===== src/rtl/owa_pkg.sv =====
package owa_pkg;

    typedef enum logic [1:0] {
        SZ_RSVD = 2'b00,
        SZ_W16  = 2'b01,
        SZ_W32  = 2'b10,
        SZ_W64  = 2'b11
    } owa_size_e;

    localparam logic [7:0] OPC_HI  = 8'b0100_0101;
    localparam logic       OPC_B21 = 1'b0;
    localparam logic [5:0] OPC_MID = 6'b00_0001;

    localparam int NUM_WIDTHS = 3;
    localparam int MIN_SRCW   = 8;

    typedef struct packed {
        logic      hit;
        owa_size_e size;
        logic [4:0] rd;
        logic [4:0] ra;
        logic [4:0] rb;
    } owa_dec_t;

endpackage


===== src/rtl/owa_decode.sv =====
module owa_decode
    import owa_pkg::*;
(
    input  logic [31:0] word,
    output owa_dec_t    dec
);

    always_comb begin
        dec.hit  = (word[31:24] == OPC_HI) &&
                   (word[21] == OPC_B21) &&
                   (word[15:10] == OPC_MID);
        dec.size = owa_size_e'(word[23:22]);
        dec.rb   = word[20:16];
        dec.ra   = word[9:5];
        dec.rd   = word[4:0];
    end

endmodule


===== src/rtl/owa_lanes.sv =====
module owa_lanes #(
    parameter int VLEN = 256,
    parameter int SRCW = 8
) (
    input  logic [VLEN-1:0] op_a,
    input  logic [VLEN-1:0] op_b,
    output logic [VLEN-1:0] sums
);

    localparam int DSTW  = 2 * SRCW;
    localparam int NLANE = VLEN / DSTW;

    for (genvar e = 0; e < NLANE; e++) begin : g_lane
        logic [SRCW-1:0] hi_a, hi_b;
        logic [DSTW-1:0] ext_a, ext_b;
        logic            unused_even_bits;

        assign hi_a  = op_a[(2*e+1)*SRCW +: SRCW];
        assign hi_b  = op_b[(2*e+1)*SRCW +: SRCW];
        assign ext_a = {{SRCW{hi_a[SRCW-1]}}, hi_a};
        assign ext_b = {{SRCW{hi_b[SRCW-1]}}, hi_b};
        assign sums[e*DSTW +: DSTW] = ext_a + ext_b;
        assign unused_even_bits = ^{op_a[2*e*SRCW +: SRCW], op_b[2*e*SRCW +: SRCW]};
    end

endmodule


===== src/rtl/odd_widen_adder.sv =====
module odd_widen_adder
    import owa_pkg::*;
#(
    parameter int VLEN = 256
) (
    input  logic            clk,
    input  logic            rst_n,
    input  logic [31:0]     instr,
    input  logic [VLEN-1:0] src_a,
    input  logic [VLEN-1:0] src_b,
    output logic [VLEN-1:0] result,
    output logic [4:0]      dst_idx,
    output logic [4:0]      srca_idx,
    output logic [4:0]      srcb_idx,
    output logic            undef_flag,
    output logic            nomatch_flag
);

    if (VLEN % 128 != 0) begin : g_bad_vlen
        $error("VLEN must be a multiple of 128");
    end

    owa_dec_t dec;

    owa_decode u_dec (
        .word (instr),
        .dec  (dec)
    );

    logic [VLEN-1:0] width_sum [NUM_WIDTHS];

    for (genvar k = 0; k < NUM_WIDTHS; k++) begin : g_width
        owa_lanes #(
            .VLEN (VLEN),
            .SRCW (MIN_SRCW << k)
        ) u_lanes (
            .op_a (src_a),
            .op_b (src_b),
            .sums (width_sum[k])
        );
    end

    logic [VLEN-1:0] nxt_result;
    logic            nxt_undef;
    logic            nxt_nomatch;

    always_comb begin
        nxt_result  = '0;
        nxt_undef   = 1'b0;
        nxt_nomatch = !dec.hit;
        if (dec.hit) begin
            unique case (dec.size)
                SZ_RSVD: nxt_undef  = 1'b1;
                SZ_W16:  nxt_result = width_sum[0];
                SZ_W32:  nxt_result = width_sum[1];
                SZ_W64:  nxt_result = width_sum[2];
            endcase
        end
    end

    always_ff @(posedge clk) begin
        if (!rst_n) begin
            result       <= '0;
            dst_idx      <= '0;
            srca_idx     <= '0;
            srcb_idx     <= '0;
            undef_flag   <= 1'b0;
            nomatch_flag <= 1'b0;
        end else begin
            result       <= nxt_result;
            dst_idx      <= dec.rd;
            srca_idx     <= dec.ra;
            srcb_idx     <= dec.rb;
            undef_flag   <= nxt_undef;
            nomatch_flag <= nxt_nomatch;
        end
    end

    AST_NOMATCH_ZERO: assert property (@(posedge clk) disable iff (!rst_n)
        nomatch_flag |-> (result == '0));
    AST_FLAGS_EXCL: assert property (@(posedge clk) disable iff (!rst_n)
        !(undef_flag && nomatch_flag));
    AST_UNDEF_ZERO: assert property (@(posedge clk) disable iff (!rst_n)
        undef_flag |-> (result == '0));
    AST_UNDEF_SIZE: assert property (@(posedge clk) disable iff (!rst_n)
        undef_flag |-> ($past(instr[23:22]) == 2'b00));
    AST_DST_FOLLOW: assert property (@(posedge clk) disable iff (!rst_n)
        1'b1 |=> (dst_idx == $past(instr[4:0])));
    AST_SRC_FOLLOW: assert property (@(posedge clk) disable iff (!rst_n)
        1'b1 |=> (srca_idx == $past(instr[9:5]) && srcb_idx == $past(instr[20:16])));

endmodule


===== config.mk =====
export PLATFORM = sky130hd
export DESIGN_NAME = odd_widen_adder
export DESIGN_NICKNAME = d
export VERILOG_FILES = /design/src/rtl/owa_pkg.sv /design/src/rtl/owa_decode.sv /design/src/rtl/owa_lanes.sv /design/src/rtl/odd_widen_adder.sv
export SDC_FILE = /design/constraint.sdc
export NUM_CORES = 1
export LEC_CHECK = 0
export ABC_AREA = 1
export BUFFER_PORTS_ARGS = -buffer_cell sky130_fd_sc_hd__buf_2
export CAP_MARGIN = 20
export CORE_AREA = 2 2 315 317
export CTS_BUF_LIST = sky130_fd_sc_hd__clkbuf_8
export DETAILED_ROUTE_END_ITERATION = 6
export DIE_AREA = 0 0 317 319
export HOLD_SLACK_MARGIN = 0.15
export PLACE_DENSITY = 0.61
export SLEW_MARGIN = 5
export SYNTH_ARGS = -nofsm -noshare
export SYNTH_HDL_FRONTEND = slang
export SYNTH_SLANG_ARGS = --single-unit

===== constraint.sdc =====
create_clock -name clk -period 2 [get_ports clk]
set_input_delay 0.2 -clock clk [delete_from_list [all_inputs] [get_ports clk]]
set_output_delay 0.2 -clock clk [all_outputs]
set_load 0.02 [all_outputs]

# After elaboration in Yosys (flattened, before gate mapping)
# Index checks and enable logic that the tools add are counted.
[word_totals]
reg_bits = 273
[classes]
reduce_logical = 5
n_eq_ne = 5
addsub = 28
muxes = 2
n_bitwise = 1
[op_table]
columns = ["op", "n"]
rows = [
  ["one-hot mux 256 bit (3 select lines)", 1],
  ["adder 8 x 8 -> 9 bit", 16],
  ["adder 16 x 16 -> 17 bit", 8],
  ["adder 32 x 32 -> 33 bit", 4],
  ["equality test 8 x 7 -> 1 bit (second input constant)", 1],
  ["equality test 6 x 1 -> 1 bit (second input constant)", 1],
  ["equality test 2 bit (second input constant)", 2],
  ["equality test 2 x 1 -> 1 bit (second input constant)", 1],
  ["logical AND 1 bit", 2],
  ["zero test 2 bit", 1],
  ["AND reduction 2 bit", 1],
  ["zero test 1 bit", 1],
  ["2-to-1 mux 1 bit", 1],
  ["NOT 1 bit", 1],
]

# Logic depth before layout (Yosys ltp)
# Gate-level depths: netlist of the first run.
[depth]
ltp_word = 4
mapped_depth = 16

# Cells and area by module
# From an unflattened synthesis of the first run, not the netlist that was laid out.
[hier_totals]
hier_cells = 7192
hier_area_um2 = 40760.3
[modules_own_cells]
columns = ["module", "area_each_um2", "cells_each", "n_inst"]
rows = [
  ["odd_widen_adder", 13797.0, 2046, 1],
  ["owa_lanes at g_width[2].u_lanes", 10625.2, 2207, 1],
  ["owa_lanes at g_width[1].u_lanes", 8968.6, 1680, 1],
  ["owa_lanes at g_width[0].u_lanes", 7144.4, 1216, 1],
  ["owa_decode", 225.2, 43, 1],
]

# Worst setup path before layout of the first run
# Ideal clock, no wire load.
[synth_timing]
path_kind = "input to register"
from = "input src_a[32]"
to = "register result[40]"
arrival_ns = 1.858
n_path_buf = 1
setup_ns = 0.128
path_stages = 16
slack_ns = 0.014
cell_sequence = "ha_1 inv_1 fa_1 inv_1 nand3_1 nand3_1 nand2_1 nand2_1 nand2_1 nand2_4 nand2_4 nand3_4 inv_4 buf_12 nor2_2 nor2_1"
[synth_between]
elab_chain_cells = 2
[synth_lines]
columns = ["item", "line", "rtl"]
rows = [
  ["start, declared", "odd_widen_adder.sv:9", "input logic [VLEN-1:0] src_a,"],
  ["adder 32 x 32 -> 33 bit", "owa_lanes.sv:22", "assign sums[e*DSTW +: DSTW] = ext_a + ext_b;"],
  ["one-hot mux 256 bit (3 select lines)", "odd_widen_adder.sv:52", "unique case (dec.size)"],
  ["end signal, assigned", "odd_widen_adder.sv:70", "result <= nxt_result;"],
  ["end, declared", "odd_widen_adder.sv:11", "output logic [VLEN-1:0] result,"],
]
# No other way between the ends.
# A chain may end at the register's enable or synchronous reset.

# Worst setup path in the final report of the first run
[layout_timing]
from = "input src_b[142]"
to = "register result[134]"
[layout_between]
elab_chain_cells = 2
[layout_lines]
columns = ["item", "line", "rtl"]
rows = [
  ["start, declared", "odd_widen_adder.sv:10", "input logic [VLEN-1:0] src_b,"],
  ["adder 8 x 8 -> 9 bit", "owa_lanes.sv:22", ""],
  ["one-hot mux 256 bit (3 select lines)", "odd_widen_adder.sv:52", ""],
]
# No other way between the ends.

==> results.py, run 1 <==
metrics = {
    "final_layout": {
        "final_core_utilization_pct": 42.4,
        "fillers": 10400,
        "area_delta_synth_final_pct": 54.6,
        "layout-drive-gt1-share_pct": 28.1,
        "layout.nets": 7122,
        "fin_area_um2": 41400,
        "ff_latch_area_um2": 4900,
        "multi_input_area_um2": 18500,
    },
    "critical_path": {
        "worstPathRequired_ns": 2.65,
        "cp-start-kind": "primary input",
        "arrival_ns": 2.65,
        "path_common_cell": "dlygate4sd3_1",
        "crit_chain": "dlygate4sd3_1 > buf_2 > ha_4 > dlygate4sd3_1 > nor2_1 > dlygate4sd3_1 > o211ai_1 > nand2_1 > inv_1",
        "worst_setup_path_end_kind": "flop",
        "worstSetupPathType": "primary input to flop",
        "cp_max_fo": 4,
        "crit_path_max_incr_delay_ns": 0.59,
        "slowest_stage": "dlygate4sd3_1",
    },
    "timing": {
        "fmax_ghz": 0.500,
        "timing.slew.headroom_pct": 66.7,
        "slew_violations": 0,
        "finalCriticalPeriod_ns": 2.00,
        "fin_crit_sh_pct": 100,
        "finalSetupViolations": 0,
        "hold_viol": 0,
        "tightest_slew_ns": 0.495,
    },
    "place": {
        "dpl-instance-area_um2": 36800,
        "numPortBuffers": 754,
        "dpl.hpwl_um": 116000,
        "gp_congestion": 0.980,
    },
    "detailed_routing": {
        "via_count": 36500,
        "drtAntennaViolNets": 0,
        "routed_via_density": 4.76,
        "routed_wirelength_um": 142000,
        "drt_iter0_drc": 3042,
        "first_pass_iters": 5,
        "drc": 0,
        "wl_per_cell_um": 18.4,
    },
    "logic_synthesis": {
        "synth-edff-count": 0,
        "synth_cells": 4662,
        "syn_area_um2": 26800,
        "ys_seq_area_share_pct": 18.3,
        "ys_seq_elements": 245,
        "yosys.area.top_type": "nand2_1",
        "syn-num-nets": 5460,
        "yosysTopAreaCellShare_pct": 20.4,
        "ys_top_cells_by_count": "1,459 x nand2_1, 772 x inv_1, 436 x nand3_1",
        "synth_flop_cell": "dfxtp_1",
        "syn_area_per_cell_um2": 5.75,
        "yosysUniqueCellTypes": 50,
        "async_flop_share_pct": 0,
        "synth.area.top_cells": "nand2_1 20%, dfxtp_1 18%, inv_1 11%, ha_1 10%, nand3_1 8.1%",
        "synth_most_common_cell": "nand2_1",
        "yosys_warnings": 0,
    },
    "grt": {
        "grt_usage_pct": 27.1,
        "grt_pass1_vias": 35600,
        "grt_pass1_wl_um": 208000,
        "gr-total-overflow": 0,
        "grt_max_degree": 41,
        "antenna_found_initial": 29,
    },
    "run": {
        "max_cap_viol_count": 0,
    },
    "die": {
        "die_h_um": 319,
        "rows": 115,
        "pin_count": 819,
        "start_util_pct": 27.4,
        "core-area_um2": 97700,
        "die_x_um": 317,
        "die_area_um2": 101000,
    },
    "clock_tree": {
        "clock-sinks": 245,
        "cts_tree": "done",
        "h-tree-depth": 2,
        "cts_max_path_buffers": 3,
        "cts_root_buf": "clkbuf_8",
        "cts_buffers": 54,
        "clk_pin_slew_ns": 0.06,
    },
    "power": {
        "p_leak_uw": 0.0236,
        "ir_drop_mv": 0.418,
        "power_density_nw_per_um2": 522,
    },
    "run_status": {
        "status": "finished clean",
    },
    "worst_hold_path": {
        "hp-class": "primary input to flop",
    },
}
## flip-flops by register name, summed over array words and instances (netlist names)
name	count
srca_idx	5
dst_idx	5
undef_flag	1
result	228
nomatch_flag	1
srcb_idx	5
## report_power, final
part | total, µW | leakage [µW] | switching, µW | internal (µW)
clock | 6830 | 0.000691 | 2820 | 4010
sequential | 4910 | 0.00198 | 10.3 | 4900
combinational | 9890 | 0.0210 | 5540 | 4350
## logic make-up after synthesis
kind of cell	share of synthesized area (%)
and+or+nand+nor	42.0
buffers and inverters	13.8
AOI/OAI and AO/OA	12.5
adders and majority gates	12.5
DFF	18.3
xor gates and xnor gates	0.915
## cell type report
type	count	area share (%)
multi-input cells	3506	44.6
repair buffers	1723	29.3
flip-flops and latches	245	11.8
inverters	794	7.21
well taps	1287	3.89
clock buffers	69	2.29
clock inverters	29	0.779
diodes	23	0.139
## placed cells by master, fill, tap and decap left out, drive strengths merged
master and count:
fa 28, o21bai 9, a21oi 337, and2 21
nor3 44, o22a 1, o21a 5, buf 1434
and3 4, o21ai 226, nor4 4, a31oi 22
o211ai 12, nand3 444, dlymetal6s4s 2, inv 799
xnor2 7, nor2 485, xor2 21, a21o 7
dlygate4sd3 287, nand2 1502, o22ai 1, or2 32
nand3b 19, o221ai 4, diode 23, clkbuf 69
nand4 47, dfxtp 245, clkinv 15, bufinv 7
ha 224, clkinvlp 2
## timing repair
item	4_1_cts	5_1_grt
setup endpoints to repair	0	148
hold endpoints to repair	164	1
buffers inserted	0	13
resized for setup	0	80
hold buffers	293	2
## path summary, 6_finish.rpt
kind | startpoint | endpoint | slack, ns | cells after the start
hold / removal | src_a[79] | result[71] | 0.10 | 7
setup / recovery | src_b[142] | result[134] | 0.0001 | 9
## metrics by stage
step / setup TNS, ns / instances / hold slack, ns / power (µW) / setup slack [ns]
after floorplan: 0 / 4662 / 0.298 / 9820 / 0.0143
after global placement: -31.97 / 7252 / 0.390 / 13900 / -0.330
after detailed placement: -36.13 / 7252 / 0.386 / 13900 / -0.332
after CTS: 0 / 7643 / 0.150 / 21600 / 0.00614
after global routing: -0.0188 / 7675 / 0.152 / 23000 / -0.00957
final: 0 / 7676 / 0.101 / 21600 / 0.000144
## routing by layer
metal / vias to the layer above / track usage (%) / routed length (µm)
met3: 284 / 4.32 / 10600
met2: 1597 / 44.7 / 64100
met5: - / 0 / 0
met4: 0 / 12.1 / 6420
met1: 16500 / 34.4 / 60500
li1: 18100 / - / -
## worst max-delay path: cells and delay by family
family,cells,cell delay [ns]
buffers and inverters,5,1.89
AND/OR/NAND/NOR,2,0.13
AO/OA/AOI/OAI,1,0.16
adder cells (fa/ha/maj),1,0.28
Note: power is estimated with default switching activity, not from simulation.
==> run 2, diff against run 1 <==
--- a/config.mk
+++ b/config.mk
@@ -14,6 +14,7 @@
 export DIE_AREA = 0 0 317 319
 export HOLD_SLACK_MARGIN = 0.15
 export PLACE_DENSITY = 0.61
+export RECOVER_POWER = 100
 export SLEW_MARGIN = 5
 export SYNTH_ARGS = -nofsm -noshare
 export SYNTH_HDL_FRONTEND = slang
==> run 2 against run 1 <==
Compared with the run above: sequential share of layout area is 0.14 points higher; routed wire length hardly changed; count of clock-buffer cells in the layout stayed put; sequential cell count stayed put; clock power hardly changed; via count hardly changed; non-clock buffer count stayed put; critical path type unchanged; critical endpoint unchanged; largest power group unchanged.
==> results.py, run 2 (synthesis results as in run 1) <==
metrics = {
    "final_layout": {
        "final_common_cell": "nand2_1",
        "area_delta_synth_final_pct": 52.8,
        "largest_reg_flops": 228,
        "multi_input_area_um2": 18400,
        "layout.nets": 7122,
        "ff_latch_area_um2": 4900,
        "final_cell_mix": "1,450 x nand2_1, 781 x inv_1, 615 x buf_4",
        "regMostFlops": "result",
        "fillers": 10600,
        "layout-drive-gt1-share_pct": 23.3,
    },
    "clock_tree": {
        "cts_max_path_buffers": 3,
        "cts_root_buf": "clkbuf_8",
        "clock-sinks": 245,
        "cts_tree": "done",
        "clk_pin_slew_ns": 0.06,
        "cts_buffers": 54,
        "h-tree-depth": 2,
    },
    "die": {
        "die_area_um2": 101000,
        "core-area_um2": 97700,
        "die_x_um": 317,
        "start_util_pct": 27.4,
        "die_h_um": 319,
        "rows": 115,
        "pin_count": 819,
    },
    "grt": {
        "grt_max_degree": 41,
        "grt_usage_pct": 27.1,
        "gr-total-overflow": 0,
        "grt_pass1_vias": 35600,
        "grt_pass1_wl_um": 208000,
        "antenna_found_initial": 30,
    },
    "run": {
        "max_cap_viol_count": 0,
    },
    "detailed_routing": {
        "routed_wirelength_um": 142000,
        "drt_iter0_drc": 2916,
        "wl_per_cell_um": 18.4,
        "drc": 0,
        "drtAntennaViolNets": 0,
        "via_count": 36500,
        "first_pass_iters": 6,
        "routed_via_density": 4.76,
    },
    "power": {
        "ir_drop_mv": 0.418,
        "p_leak_uw": 0.0224,
        "power_density_nw_per_um2": 526,
        "p_total_uw": 21600,
    },
    "timing": {
        "tightest_slew_ns": 0.745,
        "fin_crit_sh_pct": 99.9,
        "timing.slew.headroom_pct": 50.3,
        "fin_setup_tns_ns": 0,
        "slew_violations": 0,
        "hold_viol": 0,
        "finalCriticalPeriod_ns": 2.00,
        "finalSetupViolations": 0,
        "fmax_ghz": 0.501,
    },
    "critical_path": {
        "arrival_ns": 2.65,
        "crit_chain": "dlygate4sd3_1 > clkbuf_1 > ha_4 > dlygate4sd3_1 > nor2_1 > dlygate4sd3_1 > o211ai_1 > nand2_1 > inv_1",
        "slowest_stage": "dlygate4sd3_1",
        "worst_setup_path_end_kind": "flop",
        "cp-start-kind": "primary input",
        "crit_path_max_incr_delay_ns": 0.59,
        "cp_max_fo": 4,
        "path_common_cell": "dlygate4sd3_1",
        "worstSetupPathType": "primary input to flop",
        "worstPathRequired_ns": 2.65,
    },
    "worst_hold_path": {
        "hp-class": "primary input to flop",
    },
    "place": {
        "numPortBuffers": 754,
        "dpl.hpwl_um": 116000,
        "gp_congestion": 0.980,
    },
    "run_status": {
        "status": "finished clean",
    },
}
==> run 2: cell count changes in the layout (fill, tap and decap cells not counted), moves of 7 or more <==
cell	before	now
clkbuf_1	0	290
buf_2	754	471
buf_4	650	615
clkbuf_4	0	21
nor2_1	386	400
nor2_2	81	70
clkbuf_2	0	7
==> run 2: power by group <==
part	leakage, µW	internal, µW	switching, µW
sequential	0.00198	4900	10.5
combinational	0.0197	4300	5530
clock	0.000691	4010	2830
==> run 2: worst max-delay path: cells and delay by family <==
kind / cells / cell delay [ns]
AOI/OAI and AO/OA: 1 / 0.16
adders and majority gates: 1 / 0.29
buffers and inverters: 5 / 1.87
and+or+nand+nor: 2 / 0.13
==> run 2: layout make-up <==
type,instances,share of cell area (%)
multi-input cells,3506,44.9
repair buffers,1723,28.6
flip-flops and latches,245,12.0
inverters,794,7.30
well taps,1287,3.93
clock buffers,69,2.32
clock inverters,29,0.788
diodes,22,0.134
==> run 2: per-layer routing <==
metal | vias up | GRT usage (%) | wire length [µm] | part of all wire [%]
met5 | - | 0 | 0 | 0
met4 | 0 | 12.1 | 6430 | 4.5
met3 | 272 | 4.32 | 10700 | 7.5
met2 | 1542 | 44.7 | 64000 | 45
met1 | 16600 | 34.4 | 60500 | 43
li1 | 18100 | - | - | -
==> run 2: final timing paths <==
path	startpoint	endpoint	slack, ns	depth (start not counted)
worst min-delay path	src_a[79]	result[71]	0.1	7
worst max-delay path	src_b[142]	result[134]	0.003	9
==> run 2: per-stage QoR <==
| stage | cell area (µm²) | hold slack, ns | setup slack (ns) | instances | util [%] |
|---|---|---|---|---|---|
| after floorplan | 26800 | 0.298 | 0.0143 | 4662 | - |
| after global placement | 36800 | 0.390 | -0.330 | 7252 | 37.7 |
| after detailed placement | 36800 | 0.386 | -0.332 | 7252 | 37.7 |
| after CTS | 41000 | 0.150 | 0.00614 | 7643 | 42.0 |
| after global routing | 41000 | 0.152 | -0.00957 | 7675 | 41.9 |
| final | 41000 | 0.0995 | 0.00250 | 7675 | 41.9 |
==> run 2: timing repair <==
item / in CTS / in global routing
hold endpoints to repair: 164 / 1
resized for setup: 0 / 80
setup endpoints to repair: 0 / 148
buffers inserted: 0 / 13
hold buffers: 293 / 2
